File: src/rtl/hbus_pkg.sv
package hbus_pkg;

    // Control pins in the order they are synchronized.
    typedef struct packed {
        logic cs_n;
        logic strb_n;   // WR_n or DS_n
        logic dir;      // RD_n or R/W (1 = read)
        logic astb;     // ALE (high) or AS_n (low)
    } ctl_pins_t;

    localparam int CTL_W = $bits(ctl_pins_t);

    // Decoded qualifiers, all gated by the port enable.
    typedef struct packed {
        logic cs;
        logic rd;
        logic wr;
        logic as;
    } qual_t;

    typedef enum logic [1:0] {
        STY_MOT_SEP = 2'b00,
        STY_MOT_MUX = 2'b01,
        STY_INT_SEP = 2'b10,
        STY_INT_MUX = 2'b11
    } bus_style_e;

    function automatic bus_style_e style_of(input logic intel, input logic mux);
        return bus_style_e'({intel, mux});
    endfunction

    function automatic logic style_is_mux(input bus_style_e s);
        return (s == STY_INT_MUX) || (s == STY_MOT_MUX);
    endfunction

    function automatic logic style_is_intel(input bus_style_e s);
        return (s == STY_INT_MUX) || (s == STY_INT_SEP);
    endfunction

    // Idle pin levels, used as synchronizer reset values.
    function automatic ctl_pins_t idle_pins(input logic intel);
        ctl_pins_t p;
        p.cs_n   = 1'b1;
        p.strb_n = 1'b1;
        p.dir    = 1'b1;
        p.astb   = ~intel;
        return p;
    endfunction

    function automatic qual_t decode_qual(input logic en, input bus_style_e s,
                                          input ctl_pins_t p);
        qual_t r;
        r.cs = en & ~p.cs_n;
        if (style_is_intel(s)) begin
            r.rd = ~p.dir;
            r.wr = ~p.strb_n;
            r.as = en & p.astb;
        end else begin
            r.rd = ~p.strb_n & p.dir;
            r.wr = ~p.strb_n & ~p.dir;
            r.as = en & ~p.astb;
        end
        return r;
    endfunction

endpackage

File: src/rtl/hbus_sync.sv
module hbus_sync #(
    parameter int W      = 8,
    parameter int STAGES = 2
) (
    input  logic         clk,
    input  logic         rst,
    input  logic [W-1:0] rst_val,
    input  logic [W-1:0] d,
    output logic [W-1:0] q
);
    logic [W-1:0] stg [STAGES];

    for (genvar k = 0; k < STAGES; k++) begin : g_stage
        always_ff @(posedge clk) begin
            if (rst)
                stg[k] <= rst_val;
            else if (k == 0)
                stg[k] <= d;
            else
                stg[k] <= stg[(k == 0) ? 0 : k - 1];
        end
    end

    assign q = stg[STAGES-1];
endmodule

File: src/rtl/hbus_decode.sv
module hbus_decode
    import hbus_pkg::*;
#(
    parameter int ADDR_W = 5,
    parameter int DATA_W = 8
) (
    input  logic              clk,
    input  logic              rst,
    input  logic              en,
    input  bus_style_e        style,
    input  ctl_pins_t         pins,
    input  logic [ADDR_W-1:0] addr_s,
    input  logic [DATA_W-1:0] ad_s,
    output qual_t             q,
    output logic              acc,
    output logic [ADDR_W-1:0] rf_addr,
    output logic [DATA_W-1:0] wdata,
    output logic              we,
    output logic              oe
);
    logic              wacc, racc, wprev;
    logic [ADDR_W-1:0] alat;
    logic [DATA_W-1:0] dlat;

    always_comb begin
        q    = decode_qual(en, style, pins);
        wacc = q.cs & q.wr;
        racc = q.cs & q.rd;
        acc  = wacc | racc;
    end

    always_ff @(posedge clk) begin
        if (rst) begin
            wprev <= 1'b0;
            alat  <= '0;
            dlat  <= '0;
        end else begin
            wprev <= wacc;
            if (q.as) alat <= ad_s[ADDR_W-1:0];
            if (wacc) dlat <= ad_s;
        end
    end

    assign rf_addr = style_is_mux(style) ? alat : addr_s;
    assign wdata   = dlat;
    assign we      = wprev & ~wacc;
    assign oe      = racc;
endmodule

File: src/rtl/hbus_handshake.sv
module hbus_handshake (
    input  logic clk,
    input  logic rst,
    input  logic intel,
    input  logic cs,
    input  logic acc,
    output logic rdy_act,
    output logic rdy_ack
);
    always_ff @(posedge clk) begin
        if (rst)
            rdy_act <= 1'b0;
        else
            rdy_act <= cs & (rdy_act | acc);
    end

    assign rdy_ack = intel ? rdy_act : ~rdy_act;
endmodule

File: src/rtl/hbus_slave.sv
module hbus_slave
    import hbus_pkg::*;
#(
    parameter int ADDR_W = 5,
    parameter int DATA_W = 8
) (
    input  logic              clk,
    input  logic              rst,
    input  logic              port_en,
    input  logic              intel_sel,
    input  logic              mux_sel,
    input  logic              cs_n,
    input  logic              wr_ds_n,
    input  logic              rd_rw,
    input  logic              ale_as,
    input  logic [ADDR_W-1:0] addr_in,
    input  logic [DATA_W-1:0] ad_in,
    output logic [DATA_W-1:0] ad_out,
    output logic              ad_oe,
    output logic              rdy_ack,
    output logic [ADDR_W-1:0] rf_addr,
    output logic [DATA_W-1:0] rf_wdata,
    output logic              rf_we,
    input  logic [DATA_W-1:0] rf_rdata
);
    localparam int SYNC_W = CTL_W + ADDR_W + DATA_W;

    bus_style_e        style;
    ctl_pins_t         ctl_raw, ctl_s;
    logic [ADDR_W-1:0] addr_s;
    logic [DATA_W-1:0] ad_s;
    logic [SYNC_W-1:0] sync_d, sync_q, sync_rst;
    qual_t             q_s;
    logic              acc, cs_act, rdy_act;

    assign style    = style_of(intel_sel, mux_sel);
    assign ctl_raw  = '{cs_n: cs_n, strb_n: wr_ds_n, dir: rd_rw, astb: ale_as};
    assign sync_d   = {ctl_raw, addr_in, ad_in};
    assign sync_rst = {idle_pins(intel_sel), {ADDR_W{1'b0}}, {DATA_W{1'b0}}};

    hbus_sync #(.W(SYNC_W), .STAGES(2)) u_sync (
        .clk     (clk),
        .rst     (rst),
        .rst_val (sync_rst),
        .d       (sync_d),
        .q       (sync_q)
    );

    assign {ctl_s, addr_s, ad_s} = sync_q;

    hbus_decode #(.ADDR_W(ADDR_W), .DATA_W(DATA_W)) u_dec (
        .clk     (clk),
        .rst     (rst),
        .en      (port_en),
        .style   (style),
        .pins    (ctl_s),
        .addr_s  (addr_s),
        .ad_s    (ad_s),
        .q       (q_s),
        .acc     (acc),
        .rf_addr (rf_addr),
        .wdata   (rf_wdata),
        .we      (rf_we),
        .oe      (ad_oe)
    );

    assign cs_act = q_s.cs;

    hbus_handshake u_hs (
        .clk     (clk),
        .rst     (rst),
        .intel   (intel_sel),
        .cs      (cs_act),
        .acc     (acc),
        .rdy_act (rdy_act),
        .rdy_ack (rdy_ack)
    );

    assign ad_out = rf_rdata;
endmodule

File: config.mk
export PLATFORM = sky130hd
export DESIGN_NAME = hbus_slave
export DESIGN_NICKNAME = d
export VERILOG_FILES = /design/src/rtl/hbus_pkg.sv /design/src/rtl/hbus_sync.sv /design/src/rtl/hbus_decode.sv /design/src/rtl/hbus_handshake.sv /design/src/rtl/hbus_slave.sv
export SDC_FILE = /design/constraint.sdc
export NUM_CORES = 1
export LEC_CHECK = 0
export BUFFER_PORTS_ARGS = -buffer_cell sky130_fd_sc_hd__buf_2
export CORE_ASPECT_RATIO = 0.6
export CORE_MARGIN = 2
export CORE_UTILIZATION = 50
export DETAILED_ROUTE_END_ITERATION = 16
export PLACE_DENSITY_LB_ADDON = 0.15
export SLEW_MARGIN = 20
export SYNTH_ARGS = -nofsm -noshare
export SYNTH_HDL_FRONTEND = slang
export SYNTH_HIERARCHICAL = 1
export SYNTH_SLANG_ARGS = --single-unit
export TNS_END_PERCENT = 5
File: constraint.sdc
create_clock -name clk -period 1.6 [get_ports clk]
set_clock_uncertainty 0.05 [all_clocks]
set_input_delay 0.08 -clock clk [delete_from_list [all_inputs] [get_ports clk]]
set_output_delay 0.08 -clock clk [all_outputs]
set_load 0.02 [all_outputs]
==> run summary, run 1 <==
CTS Root Cell = sky130_fd_sc_hd__clkbuf_8
DRC viols = 0
Element type at the critical path start = flip-flop
Die area = 0.00469 sq mm
Critical path, cell by cell = nand2b_4, or3_4, and2_4, buf_4
Final Critical Period = 1.55 ns
Final Hold Viols = 0
Number of buffers added by the clock tree synthesis step = 5
Leakage power summed over all cells = 0.00127 uW
Fin. max-slew vios = 0
Later-pin clock latency in the skew report = 0.29 ns
Length of the first detailed-routing pass in iterations = 3
Cells after Synth = 158
Path type of the worst setup path = reg -> out
Maximum root-to-sink buffer count = 2
Cell total after placement = 262
Arrival time of data at the critical path endpoint = 1.42 ns
Max incr delay on CP = 0.37 ns
Accumulated negative setup slack = 0 ns
Pwr/cell area = 953 mW/mm^2
Via count of the first global-routing pass = 1,103
HPWL Detailed = 2260 um
Worst setup EP type = output pin
Register-to-register setup slack = 0.35 ns
Layout Area Growth over Synthesis = 26.2%
Number of nets in the final layout = 267
Post-synthesis cell area = 0.00207 sq mm
First-pass GRT wire length = 4910 um
Floorplan Core Area = 0.00403 sq mm
GRT Resource Usage Total = 14.3%
Number of maximum-capacitance constraint violations = 0
Post-route antenna net violation count = 0
Smallest hold slack = 0.110 ns
Initial cell density of the core = 51.4%
Per-cell routed wire length = 10.9 um
Routed Wire Length = 3150 um
Count of boundary I/O pins = 54
Status = finished, final reports clean
Depth of the worst register-to-register path = 4
Y dimension of the die = 53.9 um
Critical path data required time = 1.47 ns
Highest Clock Rate = 0.646 GHz
Per-instance average area after synthesis = 13.1 sq um
Antenna violations before repair = 0
Total number of H-tree levels = 2
Fraction of the core area covered by cells at the end of the flow = 64.8%
Clock-pin slew of the registers on the worst-case setup and hold paths = 0.08 ns
Number of sinks handled by clock tree synthesis = 49
Fraction of the cycle the final worst path needs = 96.8%
DRT iter0 DRCs = 46
Floorplan row count = 18
R2R Path End = u_dec/wdata[1]
Worst hold endpoint = ad_out[0]
Hold Crit Class = in -> out
Leftover overflow at the end of global routing = 0
Width of the die = 87.1 um
Crit Reg-Reg Startpoint = u_sync/stg[1][16]
Number of port buffers = 37
Routed vias = 1,232
Ant diodes = 0
Crit Path Max Fanout = 4
Pin count of the biggest net entering global routing = 58
Final setup fails = 0
Final Instance Area = 0.00261 sq mm
TritonCTS clock tree = done
Max stage delay cell, worst path = sky130_fd_sc_hd__or3_4
Routed via count divided by cell count = 4.28
Non-filler cells in the finished layout = 288
RSZ-0062 raised after global routing = no
Yosys warning count = 6
Global placer's final weighted congestion = 0.657
Worst ir drop on vdd = 0.450 mV
Source of the worst hold timing path = rf_rdata[0]
Cell Area, Placed = 0.00231 sq mm
Hold Crit Depth = 0
Share of final-layout standard cells stronger than drive strength 1 = 39.9%
## how the worst max path moves through the flow
stage,startpoint,to,slack (ns)
after CTS,u_sync/stg[1][14],rf_we,0.03
after floorplan,u_sync/stg[1][14],rf_we,0.32
after detailed placement,u_sync/stg[1][14],u_dec/wdata[1],0.32
after global placement,u_sync/stg[1][14],rf_we,0.34
after global routing,u_sync/stg[1][16],rf_we,0.005
final,u_sync/stg[1][16],rf_we,0.05
## stage by stage
step / setup slack [ns] / total power [uW]
3_3_place_gp: 0.344 / 1710
4_1_cts: 0.0295 / 2520
5_1_grt: 0.00458 / 2610
3_5_place_dp: 0.318 / 1720
6_report: 0.0517 / 2490
2_1_floorplan: 0.319 / 1670
## where the power goes
part | leakage, uW | internal (uW) | switching [uW] | total (uW)
logic | 0.000810 | 232 | 156 | 388
registers | 0.000409 | 1310 | 33.1 | 1350
clock network | 0.0000542 | 390 | 366 | 757
total | 0.00127 | 1940 | 555 | 2490
## layout by cell type (no fill, tap or decap), drive strengths merged
cell         count
mux2i           13
and2             2
o21ai            1
dfxtp           49
clkinv           1
conb            32
nor3             1
clkbuf           7
a21oi            1
dlygate4sd3     17
nor3b            1
inv              3
or3              1
xnor2            2
mux2            39
buf             40
nand2            1
nor2b            1
nand2b          24
nor2             2
## worst max-delay path, delay by kind of cell, from the launching register on
kind          cells  cell delay, ns
buf+inv           1            0.15
simple gates      3            0.68
flops             1            0.30
## cell type report
| type | count | area [sq um] |
|---|---|---|
| repair buffers | 57 | 393 |
| well taps | 50 | 62.6 |
| inverters | 3 | 11.3 |
| multi-input cells | 121 | 1060 |
| fillers | 349 | 1420 |
| clock buffers | 7 | 96.3 |
| clock inverters | 1 | 5.00 |
| flip-flops and latches | 49 | 982 |
## per-layer routing
layer / routed length [um] / global-route usage, %
met1: 1380 / 16.4
met2: 1540 / 24.7
met3: 174 / 4.29
met4: 48 / 7.55
met5: 0 / 0
## flip-flops by register name (all words and copies together), names as in the netlist
register and cells:
u_sync/stg 34, u_dec/wdata 8, u_dec/alat 5, u_dec/wprev 1, u_hs/rdy_act 1
## repair_timing
item / CTS / global route
hold buffers: 17 / 0
hold endpoints to repair: 17 / 0
gates resized for setup: 3 / 3
setup buffers: 0 / 1
pin swaps: 1 / 0
endpoints found under the setup margin: 1 / 1
Note: power is estimated with default switching activity, not from simulation.
==> run 2: changes to the inputs <==
Settings changed: REMOVE_ABC_BUFFERS set to 1.
==> run summary, run 2 (synthesis results as in run 1) <==
Later-pin clock latency in the skew report = 0.30 ns (about the same)
Number of maximum-capacitance constraint violations = 0 (unchanged)
Leakage power summed over all cells = 0.00127 uW (-0.44%)
Final Instance Area = 0.00260 sq mm (-0.48%)
Hold Crit Depth = 0 (unchanged)
Worst ir drop on vdd = 0.421 mV (-6.3%)
Number of port buffers = 37 (unchanged)
TritonCTS clock tree = done
Share of final-layout standard cells stronger than drive strength 1 = 39.1% (-0.84 points)
Maximum root-to-sink buffer count = 2 (unchanged)
R2R Path End = u_dec/wdata[1]
Max stage delay cell, worst path = sky130_fd_sc_hd__or3_4
Y dimension of the die = 53.9 um (unchanged)
Antenna violations before repair = 0 (unchanged)
Timing endpoint of the critical path = rf_we
Max incr delay on CP = 0.36 ns (about the same)
Die area = 0.00469 sq mm (unchanged)
Worst path setup slack after routing = 0.0600 ns (+0.00830 ns)
Arrival time of data at the critical path endpoint = 1.41 ns (about the same)
Per-cell routed wire length = 10.8 um (-1.5%)
Highest Clock Rate = 0.649 GHz (+0.54%)
DRC viols = 0 (unchanged)
Hold Crit Class = in -> out
Global placer's final weighted congestion = 0.755 (+15%)
Metal-1 WL = 1430 um (+3.0%)
Ant diodes = 0 (unchanged)
Floorplan Core Area = 0.00403 sq mm (unchanged)
Leftover overflow at the end of global routing = 0 (unchanged)
Status = finished, final reports clean
Layout Area Growth over Synthesis = 25.6%
Wire length on met3 = 156 um (-10%)
Uppermost layer routed = met4
Routed via count divided by cell count = 4.31 (+0.73%)
Final setup fails = 0 (unchanged)
Accumulated negative setup slack = 0 ns (unchanged)
Length of the first detailed-routing pass in iterations = 4 (+1)
Worst setup EP type = output pin
Final Hold Viols = 0 (unchanged)
Register-to-register setup slack = 0.36 ns (about the same)
Commonest non-fill, non-tap cell in the layout = sky130_fd_sc_hd__dfxtp_1
Final Critical Period = 1.54 ns (-0.00830 ns)
Largest Register = u_sync/stg
DRT iter0 DRCs = 41 (-11%)
CTS Root Cell = sky130_fd_sc_hd__clkbuf_8
Crit Path Max Fanout = 2 (-2)
Clock-pin slew of the registers on the worst-case setup and hold paths = 0.08 ns (about the same)
Total length of routed met2 wires = 1440 um (-6.4%)
Depth of the worst register-to-register path = 4 (unchanged)
Max reg flops = 34 (unchanged)
HPWL Detailed = 2070 um (-8.6%)
GRT Resource Usage Total = 14.2% (-0.077 points)
Critical path data required time = 1.47 ns (about the same)
Initial cell density of the core = 51.4% (unchanged)
Element type at the critical path start = flip-flop
Critical path, cell by cell = nor2b_4, or3_4, and2_1, buf_6
Tot Pwr = 2410 uW (-3.0%)
Path type of the worst setup path = reg -> out
Commonest non-fill, non-tap cells in the layout = 48 x sky130_fd_sc_hd__dfxtp_1, 36 x sky130_fd_sc_hd__buf_2, 32 x sky130_fd_sc_hd__conb_1
Number of nets in the final layout = 267 (unchanged)
Via count of the first global-routing pass = 1,146 (+3.9%)
Fin. max-slew vios = 0 (unchanged)
Critical Path Source = u_sync/stg[1][14]
Cell Area, Placed = 0.00231 sq mm (unchanged)
Post-route antenna net violation count = 0 (unchanged)
Pwr/cell area = 929 mW/mm^2 (-2.6%)
Total number of H-tree levels = 2 (unchanged)
Count of boundary I/O pins = 54 (unchanged)
RSZ-0062 raised after global routing = no
First-pass GRT wire length = 4880 um (-0.55%)
Pin count of the biggest net entering global routing = 58 (unchanged)
Width of the die = 87.1 um (unchanged)
Smallest hold slack = 0.110 ns (+0.000140 ns)
Routed vias = 1,241 (+0.73%)
Fraction of the cycle the final worst path needs = 96.3% (-0.52 points)
Number of buffers added by the clock tree synthesis step = 5 (unchanged)
Crit Reg-Reg Startpoint = u_sync/stg[1][14]
Routed Wire Length = 3100 um (-1.5%)
Pre-CTS setup slack = 0.323 ns (+0.00462 ns)
Floorplan row count = 18 (unchanged)
Number of sinks handled by clock tree synthesis = 49 (unchanged)
run 2: cell types whose count changed in the layout (fill, tap and decap cells not counted), sizes merged:
cell,delta
clkbuf,-1
clkinv,+1
run 2: power breakdown:
group,switching (uW),internal [uW]
sequential,32.9,1310
clock,378,303
combinational,154,233
total,566,1850
run 2: worst min path at each step:
stage	startpoint	endpoint
5_1_grt	rf_rdata[1]	ad_out[1]
2_1_floorplan	rst	u_hs/rdy_act
3_3_place_gp	rf_rdata[0]	ad_out[0]
4_1_cts	rf_rdata[0]	ad_out[0]
6_report	rf_rdata[0]	ad_out[0]
3_5_place_dp	rf_rdata[0]	ad_out[0]
run 2: critical path: cells and delay by family, from the launching register on:
kind | cells | cell delay, ns
DFF | 1 | 0.33
and+or+nand+nor | 3 | 0.66
buffers and inverters | 1 | 0.13
run 2: what timing repair did:
action                                  4_1_cts  5_1_grt
endpoints found under the setup margin        0        1
hold buffers                                 17        0
resized for setup                             0        7
endpoints found under the hold margin        17        0
setup buffers                                 0        1
run 2: per-stage QoR:
stage	utilization [%]	std cells
floorplan	-	173
CTS	63.7	287
detailed placement	57.4	262
global route	64.5	288
global placement	57.4	262
finish	64.5	288
run 2: cell type report:
class,count,area (sq um)
Clock buffer,6,72.6
Clock inverter,2,10.0
Fill cell,333,1430
Inverter,3,11.3
Multi-Input combinational cell,121,1060
Sequential cell,49,982
Tap cell,50,62.6
Timing Repair Buffer,57,397
run 2: routing by layer:
layer	GRT usage [%]	vias up
li1	-	639
met1	16.1	558
met4	8.59	0
met5	0	-
met3	5.52	7
met2	23.2	37
